**src/rtl/i2cid_pkg.sv**
```systemverilog
package i2cid_pkg;
  localparam int ID_BYTES = 3;

  typedef enum logic [2:0] {
    PH_IDLE,
    PH_RSVW,
    PH_DEVW,
    PH_WAITRS,
    PH_RSVR,
    PH_TX
  } phase_e;
endpackage

```
**src/rtl/i2cid_scl_edge.sv**
```systemverilog
module i2cid_scl_edge (
  input  logic clk,
  input  logic rst_n,
  input  logic scl_i,
  output logic rise,
  output logic fall
);
  logic scl_q;

  always_ff @(posedge clk or negedge rst_n)
    if (!rst_n) scl_q <= 1'b1;
    else        scl_q <= scl_i;

  assign rise = scl_i & ~scl_q;
  assign fall = ~scl_i & scl_q;
endmodule

```
**src/rtl/i2cid_idsel.sv**
```systemverilog
module i2cid_idsel #(
  parameter logic [11:0] MFR_ID  = 12'h00A,
  parameter logic [3:0]  DENSITY = 4'h5,
  parameter logic [7:0]  PRODUCT = 8'h10,
  parameter int          NBYTES  = 3
) (
  input  logic [$clog2(NBYTES)-1:0] idx,
  output logic [7:0]                id_byte
);
  localparam int          IDX_W   = $clog2(NBYTES);
  localparam int          SLOTS   = 1 << IDX_W;
  localparam logic [23:0] ID_WORD = {MFR_ID, DENSITY, PRODUCT};

  logic [7:0] table_q [SLOTS];

  // One table entry per index value; unused indices read as zero.
  for (genvar i = 0; i < SLOTS; i++) begin : g_slot
    if (i < NBYTES) begin : g_used
      assign table_q[i] = ID_WORD[23-8*i -: 8];
    end else begin : g_spare
      assign table_q[i] = 8'h00;
    end
  end

  assign id_byte = table_q[idx];
endmodule

```
**src/rtl/i2cid_responder.sv**
```systemverilog
module i2cid_responder
  import i2cid_pkg::*;
#(
  parameter int          STRAP_W   = 3,
  parameter logic [3:0]  TYPE_CODE = 4'hA,
  parameter logic [7:0]  RSV_WR    = 8'hF8,
  parameter logic [7:0]  RSV_RD    = 8'hF9,
  parameter logic [11:0] MFR_ID    = 12'h00A,
  parameter logic [3:0]  DENSITY   = 4'h5,
  parameter logic [7:0]  PRODUCT   = 8'h10
) (
  input  logic               clk,
  input  logic               rst_n,
  input  logic               scl_i,
  input  logic               sda_i,
  input  logic               start_det,
  input  logic               stop_det,
  input  logic [STRAP_W-1:0] strap_addr,
  output logic               sda_pull,
  output logic               id_busy
);
  localparam int IDX_W = $clog2(ID_BYTES);

  phase_e             phase, nxt_phase;
  logic [3:0]         bitcnt;
  logic [7:0]         shreg;
  logic               ack_slot, m_ack, byte_ok;
  logic [IDX_W-1:0]   idx, idx_nx;
  logic [7:0]         cur_byte, nxt_byte;
  logic               scl_rise, scl_fall;

  i2cid_scl_edge u_edge (
    .clk   (clk),
    .rst_n (rst_n),
    .scl_i (scl_i),
    .rise  (scl_rise),
    .fall  (scl_fall)
  );

  i2cid_idsel #(.MFR_ID(MFR_ID), .DENSITY(DENSITY), .PRODUCT(PRODUCT), .NBYTES(ID_BYTES))
    u_cur (.idx(idx), .id_byte(cur_byte));

  i2cid_idsel #(.MFR_ID(MFR_ID), .DENSITY(DENSITY), .PRODUCT(PRODUCT), .NBYTES(ID_BYTES))
    u_nxt (.idx(idx_nx), .id_byte(nxt_byte));

  assign idx_nx = (idx == IDX_W'(ID_BYTES - 1)) ? '0 : idx + 1'b1;

  // Decide whether the byte just received is acknowledged, and where it leads.
  always_comb begin
    byte_ok   = 1'b0;
    nxt_phase = PH_IDLE;
    case (phase)
      PH_RSVW: begin
        byte_ok   = (shreg == RSV_WR);
        nxt_phase = PH_DEVW;
      end
      PH_DEVW: begin
        byte_ok   = (shreg[7:4] == TYPE_CODE) && (shreg[STRAP_W:1] == strap_addr);
        nxt_phase = PH_WAITRS;
      end
      PH_RSVR: begin
        byte_ok   = (shreg == RSV_RD);
        nxt_phase = PH_TX;
      end
      default: ;
    endcase
  end

  assign id_busy = (phase == PH_DEVW) || (phase == PH_WAITRS) ||
                   (phase == PH_RSVR) || (phase == PH_TX);

  always_ff @(posedge clk or negedge rst_n) begin
    if (!rst_n) begin
      phase    <= PH_IDLE;
      bitcnt   <= '0;
      shreg    <= '0;
      ack_slot <= 1'b0;
      m_ack    <= 1'b0;
      idx      <= '0;
      sda_pull <= 1'b0;
    end else if (stop_det) begin
      phase    <= PH_IDLE;
      bitcnt   <= '0;
      ack_slot <= 1'b0;
      sda_pull <= 1'b0;
    end else if (start_det) begin
      phase    <= (phase == PH_WAITRS) ? PH_RSVR : PH_RSVW;
      bitcnt   <= '0;
      ack_slot <= 1'b0;
      idx      <= '0;
      sda_pull <= 1'b0;
    end else if (phase != PH_IDLE) begin
      if (scl_rise) begin
        if (ack_slot) begin
          bitcnt <= 4'd9;
        end else if (phase == PH_TX) begin
          if (bitcnt == 4'd8) m_ack <= ~sda_i;
          if (bitcnt < 4'd9)  bitcnt <= bitcnt + 4'd1;
        end else if (phase != PH_WAITRS && bitcnt < 4'd8) begin
          shreg  <= {shreg[6:0], sda_i};
          bitcnt <= bitcnt + 4'd1;
        end
      end else if (scl_fall) begin
        if (ack_slot) begin
          // End of our own acknowledge slot.
          if (bitcnt == 4'd9) begin
            ack_slot <= 1'b0;
            bitcnt   <= '0;
            sda_pull <= (phase == PH_TX) ? ~cur_byte[7] : 1'b0;
          end
        end else if (phase == PH_TX) begin
          if (bitcnt == 4'd8) begin
            sda_pull <= 1'b0;
          end else if (bitcnt == 4'd9) begin
            bitcnt <= '0;
            if (m_ack) begin
              idx      <= idx_nx;
              sda_pull <= ~nxt_byte[7];
            end else begin
              phase <= PH_IDLE;
            end
          end else if (bitcnt != 4'd0) begin
            sda_pull <= ~cur_byte[~bitcnt[2:0]];
          end
        end else if (bitcnt == 4'd8) begin
          if (byte_ok) begin
            phase    <= nxt_phase;
            ack_slot <= 1'b1;
            sda_pull <= 1'b1;
          end else begin
            phase  <= PH_IDLE;
            bitcnt <= '0;
          end
        end
      end
    end
  end
endmodule

```
**config.mk**
```make
export PLATFORM = sky130hd
export DESIGN_NAME = i2cid_responder
export DESIGN_NICKNAME = d
export VERILOG_FILES = /design/src/rtl/i2cid_pkg.sv /design/src/rtl/i2cid_scl_edge.sv /design/src/rtl/i2cid_idsel.sv /design/src/rtl/i2cid_responder.sv
export SDC_FILE = /design/constraint.sdc
export NUM_CORES = 1
export LEC_CHECK = 0
export BUFFER_PORTS_ARGS = -buffer_cell sky130_fd_sc_hd__buf_4
export CAP_MARGIN = 20
export CELL_PAD_IN_SITES_DETAIL_PLACEMENT = 1
export CELL_PAD_IN_SITES_GLOBAL_PLACEMENT = 1
export CORE_ASPECT_RATIO = 1.4
export CORE_MARGIN = 2
export CORE_UTILIZATION = 47
export DETAILED_ROUTE_END_ITERATION = 8
export PLACE_DENSITY_LB_ADDON = 0.1
export REMOVE_ABC_BUFFERS = 1
export SYNTH_ARGS = -nofsm -noshare
export SYNTH_HDL_FRONTEND = slang
export SYNTH_HIERARCHICAL = 1
export SYNTH_SLANG_ARGS = --single-unit
```
**constraint.sdc**
```tcl
create_clock -name clk -period 2 [get_ports clk]
set_input_delay 0.1 -clock clk [delete_from_list [all_inputs] [get_ports clk]]
set_output_delay 0.1 -clock clk [all_outputs]
set_load 0.01 [all_outputs]
```
# Yosys cells after proc, flatten, opt, wreduce, memory -nomap -nowiden
# Cells that the tools add are included.
[totals] regBits=21 in_bits=9 out_inout_bits=2
[op_classes] add_sub_neg=2 magnitude_cmp=5 n_eq_ne=26 muxes=73 bitwise_logic=15 reduce_logical=28
[ops] operator="2-to-1 mux 4 bit" n=15
[ops] operator="2-to-1 mux 3 bit" n=13
[ops] operator="binary-select mux 8 bit (select 2 bit)" n=2
[ops] operator="2-to-1 mux 8 bit" n=4
[ops] operator="2-to-1 mux 1 bit" n=26
[ops] operator="AND reduction 7 bit" n=3
[ops] operator="2-to-1 mux 2 bit" n=10
[ops] operator="equality test 8 bit (second input constant)" n=2
[ops] operator="AND reduction 8 bit" n=2
[ops] operator="nonzero test 4 bit" n=4
[ops] operator="nonzero test 5 bit" n=3
[ops] operator="equality test 4 bit (second input constant)" n=3
[ops] operator="inequality test 6 x 4 -> 1 bit (second input constant)" n=2
[ops] operator="inequality test 6 bit (second input constant)" n=2
[ops] operator="inverter 1 bit" n=10
[ops] operator="nonzero test 2 bit" n=5
[ops] operator="one-hot mux 3 bit (3 select lines)" n=1
[ops] operator="AND reduction 9 bit" n=1
[ops] operator="nonzero test 3 bit" n=3
[ops] operator="less-than comparator 4 bit (second input constant)" n=2
[ops] operator="inequality test 4 x 3 -> 1 bit (second input constant)" n=2
[ops] operator="equality test 3 x 2 -> 1 bit (second input constant)" n=2
[ops] operator="equality test 3 bit (second input constant)" n=2
[ops] operator=">= comparator 3 bit (second input constant)" n=2
[ops] operator="other kinds (20)" n=28

# Depth between registers and ports, before layout
[logic_depth] ltp_word=17 mapped_depth=7 depth_no_buf=7

# Modules after synthesis
# Netlist, hierarchy kept.
[by_module_without_submodules] mod="i2cid_responder" instances=1 cells_each=159 area_per_inst_um2=1560.2 seq_area_each_um2=500.5
[by_module_without_submodules] mod="i2cid_idsel" instances=2 cells_each=9 area_per_inst_um2=63.8 seq_area_each_um2=0.0
[by_module_without_submodules] mod="i2cid_scl_edge" instances=1 cells_each=3 area_per_inst_um2=41.3 seq_area_each_um2=26.3

# Least setup slack after synthesis
# No wires, ideal clock.
[synth_path] kind="register to register" start="register bitcnt[0]" end="register bitcnt[2]" setup_time_ns=0.079 arrival_time_ns=1.731 t_required_ns=1.921 slack_ns=0.189 stages_incl_launch_ff=8 period_less_slack_ns=1.811 path_cell_list="dfrtp_1 -> inv_1 -> ha_1 -> and3b_1 -> a32oi_1 -> and3_4 -> o21a_2 -> mux2i_1"
[synth_via] elab_chain_len=10 word_cells_on_any_way=24 classes_between="1 x add/sub; 2 x order compare; 5 x eq/ne; 13 x mux; 3 x reduce/logical"
[synth_lines] item="start: declaration" line="i2cid_responder.sv:25" rtl="logic [3:0] bitcnt;"
[synth_lines] item="start signal: assignment" line="i2cid_responder.sv:98" rtl="if (bitcnt < 4'd9) bitcnt <= bitcnt + 4'd1;"
[synth_lines] item="start signal: assignment" line="i2cid_responder.sv:101" rtl="bitcnt <= bitcnt + 4'd1;"
[synth_lines] item="equality test 4 bit" line="i2cid_responder.sv:106, i2cid_responder.sv:114"
[synth_lines] item="2-to-1 mux 4 bit (5 in series)"
[synth_lines] item="2-to-1 mux 4 bit" line="i2cid_responder.sv:93" rtl="if (scl_rise) begin"
[synth_lines] item="2-to-1 mux 4 bit" line="i2cid_responder.sv:92" rtl="end else if (phase != PH_IDLE) begin"
[synth_lines] item="2-to-1 mux 4 bit" line="i2cid_responder.sv:86" rtl="end else if (start_det) begin"
[synth_lines] item="2-to-1 mux 4 bit" line="i2cid_responder.sv:81" rtl="end else if (stop_det) begin"
# Several ways; a longest one is shown, not always the timed one. The select of a mux whose other input is x is not followed.
# A chain may end at the register's enable or synchronous reset.

# Final worst setup path
[layout_path] start="input scl_i" end="register bitcnt[3]"
[layout_via] elab_chain_len=5 word_cells_on_any_way=14 classes_between="4 x eq/ne; 4 x mux; 3 x bitwise; 3 x reduce/logical"
[layout_lines] item="start: declaration" line="i2cid_responder.sv:14" rtl="input logic scl_i,"
[layout_lines] item="bitwise AND 1 bit (*)" line="i2cid_scl_edge.sv:14" rtl="assign rise = scl_i & ~scl_q;"
[layout_lines] item="named net scl_rise" line="i2cid_responder.sv:30" rtl="logic scl_rise, scl_fall;"
[layout_lines] item="2-to-1 mux 4 bit" line="i2cid_responder.sv:93"
[layout_lines] item="2-to-1 mux 4 bit" line="i2cid_responder.sv:92"
[layout_lines] item="2-to-1 mux 4 bit" line="i2cid_responder.sv:86"
[layout_lines] item="2-to-1 mux 4 bit" line="i2cid_responder.sv:81"
# Mark *: on every way through the listed nets, which the timed path passes. The rest lies on a longest branch. The select of a mux whose other input is x is not followed.

==> results.json <==
{
  "postSynthCellCount": 173,
  "crit_arrival_ps": 2060,
  "worstSetupPathType": "in -> reg",
  "p_leak_nw": 0.948,
  "fill_cells": 412,
  "r2r-start": "phase[2]",
  "status": "finished clean",
  "vias_per_cell": 6.17,
  "min_path_cells": 2,
  "drt-initial-drc-count": 34,
  "max_freq_ghz": 0.528,
  "wl_per_cell_um": 19.2,
  "grt_pass1_vias": 1535,
  "drive_gt1_share_pct": 23.9,
  "grt_max_degree": 22,
  "reg2reg_to": "bitcnt[3]",
  "grt_pass1_wl_um": 7590,
  "whs_ps": 26.1,
  "postRouteWirelength_um": 4370,
  "numCtsBuffers": 3,
  "startpoint_type": "input pin",
  "die_area_sq_um": 4070,
  "cp_cell_sequence": "dlygate4sd3_1, buf_4, nor2b_2, buf_4, nor4_4, a32oi_1, and3_4, o21a_2, a22o_1",
  "cp_slowest_stage_delay_ps": 530,
  "antenna_found_initial": 0,
  "drc": 0,
  "hold_end": "m_ack",
  "numClockSinks": 21,
  "finalSetupViolations": 0,
  "finClkSkew_ps": 1.65,
  "io_pins": 11,
  "slowest_stage": "dlygate4sd3_1",
  "first_pass_iters": 4,
  "worstPathMaxFanout": 5,
  "start_util_pct": 49.2,
  "cts_tree": "done",
  "cts.path.max_buffers": 2,
  "antenna_left": 0,
  "irDropWorstVdd_mv": 0.501,
  "dp_hpwl_um": 3270,
  "report.final.hold_viol_count": 0,
  "place.gp.congestion": 0.839,
  "die_width_um": 54.5,
  "maxCapViolations": 0,
  "post-route-min-period_ps": 1890,
  "reg2reg_slack_ps": 120,
  "reg2reg_depth": 6,
  "cellPowerDensity_nw_per_um2": 470,
  "root_buffer": "clkbuf_8",
  "hp-class": "in -> reg",
  "multi_input_area_sq_um": 1070,
  "cpMostUsedCell": "buf_4",
  "min_from": "sda_i",
  "numPortBuffers": 10,
  "vias": 1406,
  "syn2layout_area_growth_pct": 13.6,
  "core_area_sq_um": 3410,
  "htree_levels": 1,
  "netlist_area_sq_um": 1680,
  "insertion_delay_ps": 270,
  "crit_path_end_kind": "flop",
  "slew_violations": 0,
  "finalCoreUtilization_pct": 55.9,
  "die_h_um": 74.7,
  "synth-warning-count": 6,
  "rows": 25,
  "track_usage_pct": 26.1,
  "final-seq-area_sq_um": 528,
  "syn_area_per_cell_sq_um": 9.71,
  "grt-ovfl-total": 0,
  "nNetsFinal": 202,
  "diodes": 0,
  "clk_pin_slew_ps": 80,
  "critPathRequiredTime_ps": 2170,
  "fin_crit_sh_pct": 94.7
}
-- worst max-delay path: cells and delay by family --
kind	cells	cell delay (ps)
and+or+nand+nor	3	610
AOI/OAI and AO/OA	3	520
buffers and inverters	3	830
-- layer usage --
| layer | GRT usage (%) | wire (um) | vias to the layer above |
|---|---|---|---|
| li1 | - | - | 663 |
| met1 | 30.2 | 1830 | 706 |
| met2 | 47.0 | 2340 | 26 |
| met3 | 2.78 | 98 | 11 |
| met4 | 11.4 | 108 | 0 |
| met5 | 0 | 0 | - |
-- worst max-delay path by stage --
stage                           end      start  slack [ps]  cells after the start
after floorplan           bitcnt[2]  bitcnt[0]         190                      7
after global placement     phase[1]  bitcnt[1]         110                      7
after detailed placement  bitcnt[3]  bitcnt[1]          40                      7
after CTS                 bitcnt[2]  bitcnt[1]          20                      7
after global routing       shreg[1]      scl_i         -10                      8
final                     bitcnt[3]      scl_i         110                      9
-- layout make-up --
cell class | instances | share of cell area (%)
clock inverters | 1 | 0.262
inverters | 6 | 1.18
multi-input cells | 133 | 56.4
flip-flops and latches | 21 | 27.7
clock buffers | 3 | 2.17
well taps | 40 | 2.62
repair buffers | 24 | 9.71
-- flip-flops by register name (all words and copies together), names as in the netlist --
register / count
u_edge/scl_q: 1
idx: 2
ack_slot: 1
shreg: 8
phase: 3
bitcnt: 4
sda_pull: 1
m_ack: 1
-- through the flow --
step | std cells | setup slack (ps) | TNS, ps | cell area [sq um] | power (mW)
floorplan | 160 | 189 | 0 | 1590 | 0.533
global placement | 222 | 113 | 0 | 1810 | 0.593
detailed placement | 222 | 41.6 | 0 | 1810 | 0.601
CTS | 228 | 21.0 | 0 | 1880 | 0.903
global route | 228 | -12.3 | -39.1 | 1910 | 0.939
finish | 228 | 106 | 0 | 1910 | 0.897
-- power breakdown --
group / internal [mW] / switching, mW / total [mW]
Combinational: 0.0679 / 0.0775 / 0.145
Sequential: 0.439 / 0.0158 / 0.455
Clock: 0.140 / 0.157 / 0.297
Total: 0.647 / 0.250 / 0.897
-- layout by cell type (no fill, tap or decap), types with 4 or more instances in the layout --
cell	count
mux2i_1	5
buf_4	22
nor3_1	4
inv_1	5
dfrtp_1	19
xnor2_1	4
o21ai_0	5
a21oi_1	4
nand3_1	5
and3b_1	4
mux2_1	9
nand2_1	14
nor2_1	10
nor2b_1	5
-- what timing repair did --
action                     4_1_cts  5_1_grt
gates resized for setup          0        7
hold endpoints to repair        22        0
buffers inserted                 0        0
setup endpoints to repair        0       17
hold buffers                     2        0
Power figures use the tool's default switching activity.
